## src/rtl/mbus_pkg.sv

```systemverilog
package mbus_pkg;
    localparam int BUS_W      = 8;
    localparam int ADDR_W     = 3;
    localparam int RW_REGS    = 6;
    localparam int CTRL_REGS  = 4;
    localparam int LOC_TONE   = 4;
    localparam int LOC_AUX    = 5;
    localparam int LOC_DET    = 6;
    localparam int LOC_ID     = 7;
    localparam int TONE_SEL_B = 4;
    localparam int CR0_TXEN_B = 1;
    localparam int TONE_CODE_W = 4;

    typedef struct packed {
        logic              ale;
        logic              rd_n;
        logic              wr_n;
        logic              sel;
        logic [ADDR_W-1:0] addr;
    } front_state_t;
endpackage

```

## src/rtl/mbus_front.sv

```systemverilog
module mbus_front
    import mbus_pkg::*;
#(
    parameter int DW = BUS_W,
    parameter int AW = ADDR_W
) (
    input  logic          clk,
    input  logic          rst,
    input  logic          ale,
    input  logic          cs_n,
    input  logic          rd_n,
    input  logic          wr_n,
    input  logic [DW-1:0] ad_i,
    output logic [AW-1:0] addr_q,
    output logic          sel_q,
    output logic          wr_fire,
    output logic          rd_end,
    output logic          rd_active
);
    typedef struct packed {
        logic          ale;
        logic          rd_n;
        logic          wr_n;
        logic          sel;
        logic [AW-1:0] addr;
    } st_t;

    st_t st_d, st_q;

    always_comb begin
        st_d      = st_q;
        st_d.ale  = ale;
        st_d.rd_n = rd_n;
        st_d.wr_n = wr_n;
        if (st_q.ale && !ale) begin
            st_d.addr = ad_i[AW-1:0];
            st_d.sel  = !cs_n;
        end
    end

    always_ff @(posedge clk) begin
        if (rst) begin
            st_q <= '{ale: 1'b0, rd_n: 1'b1, wr_n: 1'b1, sel: 1'b0, addr: '0};
        end else begin
            st_q <= st_d;
        end
    end

    assign addr_q    = st_q.addr;
    assign sel_q     = st_q.sel;
    assign wr_fire   = !st_q.wr_n && wr_n && st_q.sel;
    assign rd_end    = !st_q.rd_n && rd_n && st_q.sel;
    assign rd_active = !rd_n && st_q.sel;


    addr_hold_chk: assert property (@(posedge clk) disable iff (rst)
        !($past(ale) && !ale) |=> $stable(st_q.addr) && $stable(st_q.sel));
endmodule

```

## src/rtl/mbus_rwbank.sv

```systemverilog
module mbus_rwbank
    import mbus_pkg::*;
#(
    parameter int DW  = BUS_W,
    parameter int AW  = ADDR_W,
    parameter int NRW = RW_REGS
) (
    input  logic              clk,
    input  logic              rst,
    input  logic              wr_fire,
    input  logic [AW-1:0]     addr,
    input  logic [DW-1:0]     wdata,
    output logic [NRW*DW-1:0] regs_q
);
    logic [NRW*DW-1:0] regs_d;

    always_comb begin
        regs_d = regs_q;
        for (int i = 0; i < NRW; i++) begin
            if (wr_fire && (int'(addr) == i)) begin
                regs_d[i*DW +: DW] = wdata;
            end
        end
    end

    always_ff @(posedge clk) begin
        if (rst) begin
            regs_q <= '0;
        end else begin
            regs_q <= regs_d;
        end
    end


    ro_write_chk: assert property (@(posedge clk) disable iff (rst)
        (wr_fire && int'(addr) >= NRW) |=> $stable(regs_q));

    for (genvar g = 0; g < NRW; g++) begin : g_wchk

        wr_store_chk: assert property (@(posedge clk) disable iff (rst)
            (wr_fire && int'(addr) == g) |=> regs_q[g*DW +: DW] == $past(wdata));
    end
endmodule

```

## src/rtl/mbus_detect.sv

```systemverilog
module mbus_detect
    import mbus_pkg::*;
#(
    parameter int DW = BUS_W
) (
    input  logic          clk,
    input  logic          rst,
    input  logic [DW-1:0] evt,
    input  logic          clr,
    output logic [DW-1:0] flags_q,
    output logic          irq_n
);
    logic [DW-1:0] flags_d;

    always_comb begin
        if (clr) begin
            flags_d = evt;
        end else begin
            flags_d = flags_q | evt;
        end
    end

    always_ff @(posedge clk) begin
        if (rst) begin
            flags_q <= '0;
        end else begin
            flags_q <= flags_d;
        end
    end

    assign irq_n = ~(|flags_q);


    sticky_chk: assert property (@(posedge clk) disable iff (rst)
        !clr |=> ((flags_q & $past(flags_q)) == $past(flags_q)));


    evt_set_chk: assert property (@(posedge clk) disable iff (rst)
        (|evt) |=> !irq_n);


    clr_irq_chk: assert property (@(posedge clk) disable iff (rst)
        (clr && evt == '0) |=> irq_n);
endmodule

```

## src/rtl/mbus_regfile.sv

```systemverilog
module mbus_regfile
    import mbus_pkg::*;
#(
    parameter int          DW       = BUS_W,
    parameter int          AW       = ADDR_W,
    parameter logic [7:0]  ID_VALUE = 8'h5C
) (
    input  logic                      clk,
    input  logic                      rst,
    input  logic                      ale,
    input  logic                      cs_n,
    input  logic                      rd_n,
    input  logic                      wr_n,
    input  logic [DW-1:0]             ad_i,
    output logic [DW-1:0]             ad_o,
    output logic                      ad_oe,
    input  logic [DW-1:0]             det_evt,
    output logic                      int_n,
    output logic [CTRL_REGS*DW-1:0]   ctrl_regs,
    output logic [TONE_CODE_W-1:0]    tone_code,
    output logic                      dtmf_on,
    output logic                      clk_sel
);
    localparam int NRW = RW_REGS;

    logic [AW-1:0]     addr_q;
    logic              sel_q;
    logic              wr_fire;
    logic              rd_end;
    logic              rd_active;
    logic [NRW*DW-1:0] rw_q;
    logic [DW-1:0]     det_q;
    logic              det_clr;
    logic [DW-1:0]     tone_q;
    logic [DW-1:0]     aux_q;

    mbus_front #(.DW(DW), .AW(AW)) u_front (
        .clk       (clk),
        .rst       (rst),
        .ale       (ale),
        .cs_n      (cs_n),
        .rd_n      (rd_n),
        .wr_n      (wr_n),
        .ad_i      (ad_i),
        .addr_q    (addr_q),
        .sel_q     (sel_q),
        .wr_fire   (wr_fire),
        .rd_end    (rd_end),
        .rd_active (rd_active)
    );

    mbus_rwbank #(.DW(DW), .AW(AW), .NRW(NRW)) u_bank (
        .clk     (clk),
        .rst     (rst),
        .wr_fire (wr_fire),
        .addr    (addr_q),
        .wdata   (ad_i),
        .regs_q  (rw_q)
    );

    assign det_clr = rd_end && (int'(addr_q) == LOC_DET);

    mbus_detect #(.DW(DW)) u_det (
        .clk     (clk),
        .rst     (rst),
        .evt     (det_evt),
        .clr     (det_clr),
        .flags_q (det_q),
        .irq_n   (int_n)
    );

    always_comb begin
        ad_o = '0;
        if (int'(addr_q) < NRW) begin
            ad_o = rw_q[int'(addr_q)*DW +: DW];
        end else if (int'(addr_q) == LOC_DET) begin
            ad_o = det_q;
        end else begin
            ad_o = DW'(ID_VALUE);
        end
    end

    assign ad_oe     = rd_active;
    assign tone_q    = rw_q[LOC_TONE*DW +: DW];
    assign aux_q     = rw_q[LOC_AUX*DW +: DW];
    assign ctrl_regs = rw_q[CTRL_REGS*DW-1:0];
    assign tone_code = tone_q[TONE_CODE_W-1:0];
    assign dtmf_on   = tone_q[TONE_SEL_B] & rw_q[CR0_TXEN_B];
    assign clk_sel   = aux_q[0];


    bus_quiet_chk: assert property (@(posedge clk) disable iff (rst)
        (rd_n || cs_n && !sel_q) |-> !ad_oe);


    reset_clear_chk: assert property (@(posedge clk)
        $past(rst) |-> (!clk_sel && !dtmf_on && int_n && ctrl_regs == '0));
endmodule

```

## config.mk

```make
export PLATFORM = sky130hd
export DESIGN_NAME = mbus_regfile
export DESIGN_NICKNAME = d
export VERILOG_FILES = /design/src/rtl/mbus_pkg.sv /design/src/rtl/mbus_front.sv /design/src/rtl/mbus_rwbank.sv /design/src/rtl/mbus_detect.sv /design/src/rtl/mbus_regfile.sv
export SDC_FILE = /design/constraint.sdc
export NUM_CORES = 1
export LEC_CHECK = 0
export BUFFER_PORTS_ARGS = -buffer_cell sky130_fd_sc_hd__buf_2
export CORE_MARGIN = 4
export CORE_UTILIZATION = 25
export DETAILED_ROUTE_END_ITERATION = 10
export HOLD_SLACK_MARGIN = 0.05
export SLEW_MARGIN = 10
export SYNTH_ARGS = -nofsm -noshare
export SYNTH_HDL_FRONTEND = slang
export SYNTH_SLANG_ARGS = --single-unit
```

## constraint.sdc

```tcl
create_clock -name clk -period 2 [get_ports clk]
set_clock_uncertainty 0.2 [all_clocks]
set_input_delay 0.3 -clock clk [delete_from_list [all_inputs] [get_ports clk]]
set_output_delay 0.3 -clock clk [all_outputs]
set_load 0.1 [all_outputs]
```

==> impl_metrics.toml, run 1 <==
[detailed_routing]
drt_wl_total_um = 9130
routed_via_density = 4.31
dr.first_iter.drc_count = 125
drc = 0
num_vias = 2470
drt_first_pass_iters = 4
antenna_left = 0
drt-wirelength-per-cell_um = 15.9

[finish]
antenna-diode-count = 0
seqCellArea_um2 = 1280
fin_cells = 573
multiInputGateArea_um2 = 1880
n_fill_cell = 1277
fin_nets = 418
final_area_um2 = 4600
area_delta_synth_final_pct = 42.2
drive_gt1_share_pct = 39.9

[timing]
slew_viol_final = 0
finalHoldViolCount = 0
rsz0062_at_grt = "yes"
tightest_slew_ns = 0.500
fin_crit_ns = 2.24
fin_setup_tns_ns = -1.79
fin_crit_sh_pct = 112
layout_setup_ws_ns = -0.240
relSlewSlack_pct = 66.9
timing.fmax_ghz = 0.446
setup_viol = 9

[global_routing]
grt-busiest-layer = "met2"
grt_usage_pct = 12.8
first_global_vias = 2711
antenna_found_initial = 0
grt.overflow.total = 0
grt_pass1_wl_um = 14700
grt_max_degree = 34
use_met2_pct = 20.9
met3_usage_pct = 4.55
grtUsageMet1_pct = 16.4

[setup_path]
crit_path_end_kind = "output port"
cp_max_fo = 8
cp.arrival_ns = 1.74
critPathLaunchType = "register"
crit_required_ns = 1.50
path_class = "reg -> out"

[placed_design]
placed_cell_area_um2 = 3850
dp.cells = 535
port_buffers = 69
gp_congestion = 0.756
hpwl_um = 6550

[outcome]
status = "complete, but fails checks"
violations = "setup timing"

[logic_synthesis]
synth_nets = 350
yosys_register_bits = 63
synth.avg_cell_area_um2 = 9.87
synthFlopType = "dfxtp_1"
synth.yosys.seq_area_share_pct = 39.0
netlist_area_um2 = 3240
syn_inst = 328
synth_edf_count = 0
synth_common_cells = "mux2i_1 (71), dfxtp_1 (63), nand2b_1 (60)"
synth_warnings = 0
yosysUniqueCellTypes = 28
yosysTopAreaCellShare_pct = 39.0
async_flop_share_pct = 0
synth_area_leaders = "dfxtp_1 (39%), mux2i_1 (22%), nand2b_1 (12%)"
yosysMostFrequentCell = "mux2i_1"
synth_top_area_cell = "dfxtp_1"

[die]
die-area_um2 = 14800
core-area_um2 = 12700
die_w_um = 122
rows = 41
fp.dieH_um = 122
ios = 70
start_util_pct = 25.5

[clocking]
clk_pin_slew_ns = 0.05
clkSinkCount = 63
cts_tree = "built"
clock_latency_ns = 0.33
root_buffer = "clkbuf_16"
ctsHtreeMaxLevel = 3
ctsLongestPathBuffers = 2
numCtsBuffers = 9

[flow_run]
cap_viol_max_count = 0

[worst_hold_path]
hold_class = "in -> reg"

[power_and_ir_drop]
leakage_uw = 0.00202
power.density_nw_per_um2 = 666
finalPower_uw = 3070
ir_drop_v = 0.000332
placed cells by master, fill, tap and decap left out, types with 4 or more instances in the layout:
cell	n
o221ai_4	4
nand2b_1	58
o221ai_2	4
buf_4	21
dlygate4sd3_1	15
dfxtp_2	6
a21oi_1	9
buf_2	60
o21ai_1	8
buf_12	10
dfxtp_1	54
mux2i_4	7
inv_1	13
clkbuf_16	9
buf_6	6
mux2i_1	64
a221oi_4	4
metrics by stage:
stage	utilization [%]	hold WS, ns	setup WS [ns]
after floorplan	-	0.200	-0.190
after global placement	30.4	0.262	-0.00152
after detailed placement	30.4	0.269	-0.0337
after CTS	35.7	0.181	-0.265
after global routing	36.3	0.197	-0.290
final	36.3	0.171	-0.240
layer usage:
layer / up-vias / share of wire (%)
li1: 1221 / -
met5: - / 0
met3: 5 / 6.6
met2: 66 / 48
met4: 0 / 0.88
met1: 1178 / 45
worst paths after layout:
kind	from	cells past startpoint	endpoint	slack (ns)
setup / recovery	u_front.addr_q[1]$_SDFFE_PP0P_	6	ad_o[3]	-0.24
hold reg to reg	u_bank.regs_q[39]$_SDFFE_PP0P_	2	u_bank.regs_q[39]$_SDFFE_PP0P_	0.28
setup reg to reg	u_front.addr_q[1]$_SDFFE_PP0P_	7	u_bank.regs_q[35]$_SDFFE_PP0P_	0.03
hold / removal	ad_i[7]	3	u_bank.regs_q[15]$_SDFFE_PP0P_	0.17
what timing repair did:
action,CTS,global route
pin swaps,8,10
hold buffers,15,0
endpoints found under the setup margin,9,11
gates resized for setup,40,15
setup buffers,5,2
hold endpoints to repair,15,0
cell type report:
cell class | count | share of cell area (%)
Clock inverter | 7 | 1.03
Inverter | 13 | 1.06
Multi-Input combinational cell | 195 | 40.9
Timing Repair Buffer | 114 | 19.7
Sequential cell | 63 | 27.8
Clock buffer | 9 | 4.89
Tap cell | 172 | 4.68
flip-flops by register name, summed over array words and instances (netlist names):
name / count
u_bank.regs_q: 48
u_det.flags_q: 8
u_front.addr_q: 3
u_front.st_q: 3
u_front.sel_q: 1
kinds of logic after synthesis:
logic type	after synthesis	share of synthesized area [%]
AOI/OAI and AO/OA	33	7.27
DFF	63	39.0
and+or+nand+nor	87	17.2
muxes	75	23.3
buffers and inverters	70	13.2
power by group:
part           total, uW  switching [uW]  internal, uW  leakage [uW]
logic                332             175           157       0.00138
registers           1290            22.2          1270      0.000515
clock network       1440             602           838      0.000128
worst max-delay path, cell delays in order (launching register included):
cell and delay (ns):
dfxtp_4 0.38, buf_6 0.15, buf_6 0.12, buf_8 0.13, mux2i_4 0.19, o221ai_4 0.22, buf_12 0.21
(Power assumes the default switching activity.)
==> inputs of run 2 (changes only) <==
Clock period 2 ns to 1.79 ns, I/O delays scaled along.
==> run 2 against run 1 <==
Against the previous run:
- the flow still finishes with violations (setup timing)
- worst setup slack lost 0.20 ns
- clock power up 24%
- critical path depth shrank 1
- global-route usage increased by 0.25 points
- flip-flop and latch count stayed put
==> impl_metrics.toml, run 2 (synthesized netlist as in run 1, its figures left out) <==
[detailed_routing]
antenna_left = 0
drt_first_pass_iters = 4
drc = 0
dr.first_iter.drc_count = 86
drt-wirelength-per-cell_um = 15.6
num_vias = 2471
drt_wl_total_um = 8980
routed_via_density = 4.30

[setup_path]
path_class = "reg -> out"
cp_top_family = "compound AO/OA/AOI/OAI gates"
crit_path_start = "u_front.addr_q[1]$_SDFFE_PP0P_"
r2r_end = "u_bank.regs_q[41]$_SDFFE_PP0P_"
crit_required_ns = 1.32
path_cells = "buf_6 -> nand2b_4 -> o221a_4 -> a221oi_4 -> buf_12"
cp_slowest_cell = "dfxtp_4"
critPathLaunchType = "register"
reg2reg_from = "u_front.addr_q[1]$_SDFFE_PP0P_"
cp_max_fo = 6
worst_r2r_path_depth = 5
r2r_slack_ns = -0.15
cp.arrival_ns = 1.76
crit_path_end_kind = "output port"
critPathBufInv = 2
crit_path_max_incr_delay_ns = 0.36

[finish]
final_area_um2 = 4580
largest-register = "u_bank.regs_q"
antenna-diode-count = 0
area_delta_synth_final_pct = 41.6
fin_cells = 575
fin_nets = 420
drive_gt1_share_pct = 40.2
final_common_cell = "mux2i_1"
final_cell_mix = "mux2i_1 (64), nand2b_1 (58), buf_2 (58)"
top_regs = "u_bank.regs_q x48, u_det.flags_q x8"
largest_reg_flops = 48

[power_and_ir_drop]
pwr-share-seq_pct = 40.1
ir_drop_v = 0.000534
p_comb_share_pct = 10.3
leakage_uw = 0.00205
p_int_uw = 2740
power.switching_uw = 855
power.density_nw_per_um2 = 786
switching_share_pct = 23.8
p_clk_share_pct = 49.6

[worst_hold_path]
hold_start = "ad_i[4]"
hold_end = "u_bank.regs_q[44]$_SDFFE_PP0P_"
hold_class = "in -> reg"
hold_path_depth = 3

[placed_design]
hpwl_um = 6720
dp.cells = 539
gp_congestion = 0.744
port_buffers = 69
placed_cell_area_um2 = 3900

[timing]
finalHoldViolCount = 0
layout_setup_ws_ns = -0.439
relSlewSlack_pct = 65.7
slew_viol_final = 0
tightest_slew_ns = 0.514
rsz0062_at_grt = "yes"
fin_crit_sh_pct = 125
setup_viol = 32
fin_crit_ns = 2.23
timing.fmax_ghz = 0.449

[flow_run]
cap_viol_max_count = 0

[outcome]
status = "complete, but fails checks"
violations = "setup timing"

[die]
ios = 70
die-area_um2 = 14800
die_w_um = 122
start_util_pct = 25.5
fp.dieH_um = 122
core-area_um2 = 12700
rows = 41

[global_routing]
grt_usage_pct = 13.1
first_global_vias = 2704
grt_max_degree = 23
antenna_found_initial = 0
grt_pass1_wl_um = 14900
grt.overflow.total = 0

[clocking]
cts_tree = "built"
numCtsBuffers = 9
root_buffer = "clkbuf_16"
ctsHtreeMaxLevel = 3
ctsLongestPathBuffers = 2
clock_latency_ns = 0.33
clk_pin_slew_ns = 0.06
clkSinkCount = 63
## run 2: final cells by class
cell class	instances	area [um^2]
inverters	13	48.8
well taps	172	215
clock inverters	5	56.3
flip-flops and latches	63	1270
multi-input cells	195	1830
clock buffers	11	253
repair buffers	116	905
fillers	1299	8090
## run 2: per-stage QoR
stage	util [%]	setup slack [ns]	power [uW]	TNS [ns]	hold WS (ns)
3_5_place_dp	30.8	-0.202	1790	-2.75	0.267
5_1_grt	36.2	-0.476	3730	-7.40	0.172
2_1_floorplan	-	-0.369	1680	-2.95	0.168
4_1_cts	35.6	-0.445	3630	-4.63	0.140
6_report	36.2	-0.439	3600	-5.40	0.146
3_3_place_gp	30.8	-0.181	1790	-1.86	0.265
## run 2: worst max path at each step
stage	end	slack, ns	cells past startpoint
floorplan	ad_o[0]	-0.37	3
global placement	ad_o[6]	-0.18	4
detailed placement	ad_o[6]	-0.20	4
CTS	ad_o[5]	-0.44	5
global route	ad_o[7]	-0.48	5
finish	ad_o[5]	-0.44	5
## run 2: repair_timing
item	4_1_cts	5_1_grt
pin swaps	7	3
gates resized for setup	23	16
setup endpoints to repair	29	39
setup buffers	4	1
hold endpoints to repair	15	0
hold buffers	15	0
## run 2: layer usage
layer	wire [um]	GRT usage [%]
met4	81	4.41
met1	4180	16.8
met5	0	0
met3	620	4.64
met2	4100	20.4
## run 2: power groups by stage
stage | Clock (uW) | Sequential (uW) | Combinational, uW
after CTS | 1830 | 1440 | 362
after detailed placement | 0 | 1470 | 318
after global routing | 1890 | 1440 | 394
after global placement | 0 | 1470 | 313
after floorplan | 0 | 1460 | 213
final | 1790 | 1440 | 370
## run 2: worst reg2reg max path, stage by stage (launching register included)
cell and delay (ns):
dfxtp_4 0.36, buf_6 0.14, nand2b_4 0.17, buf_4 0.18, or4_4 0.60, mux2i_1 0.16
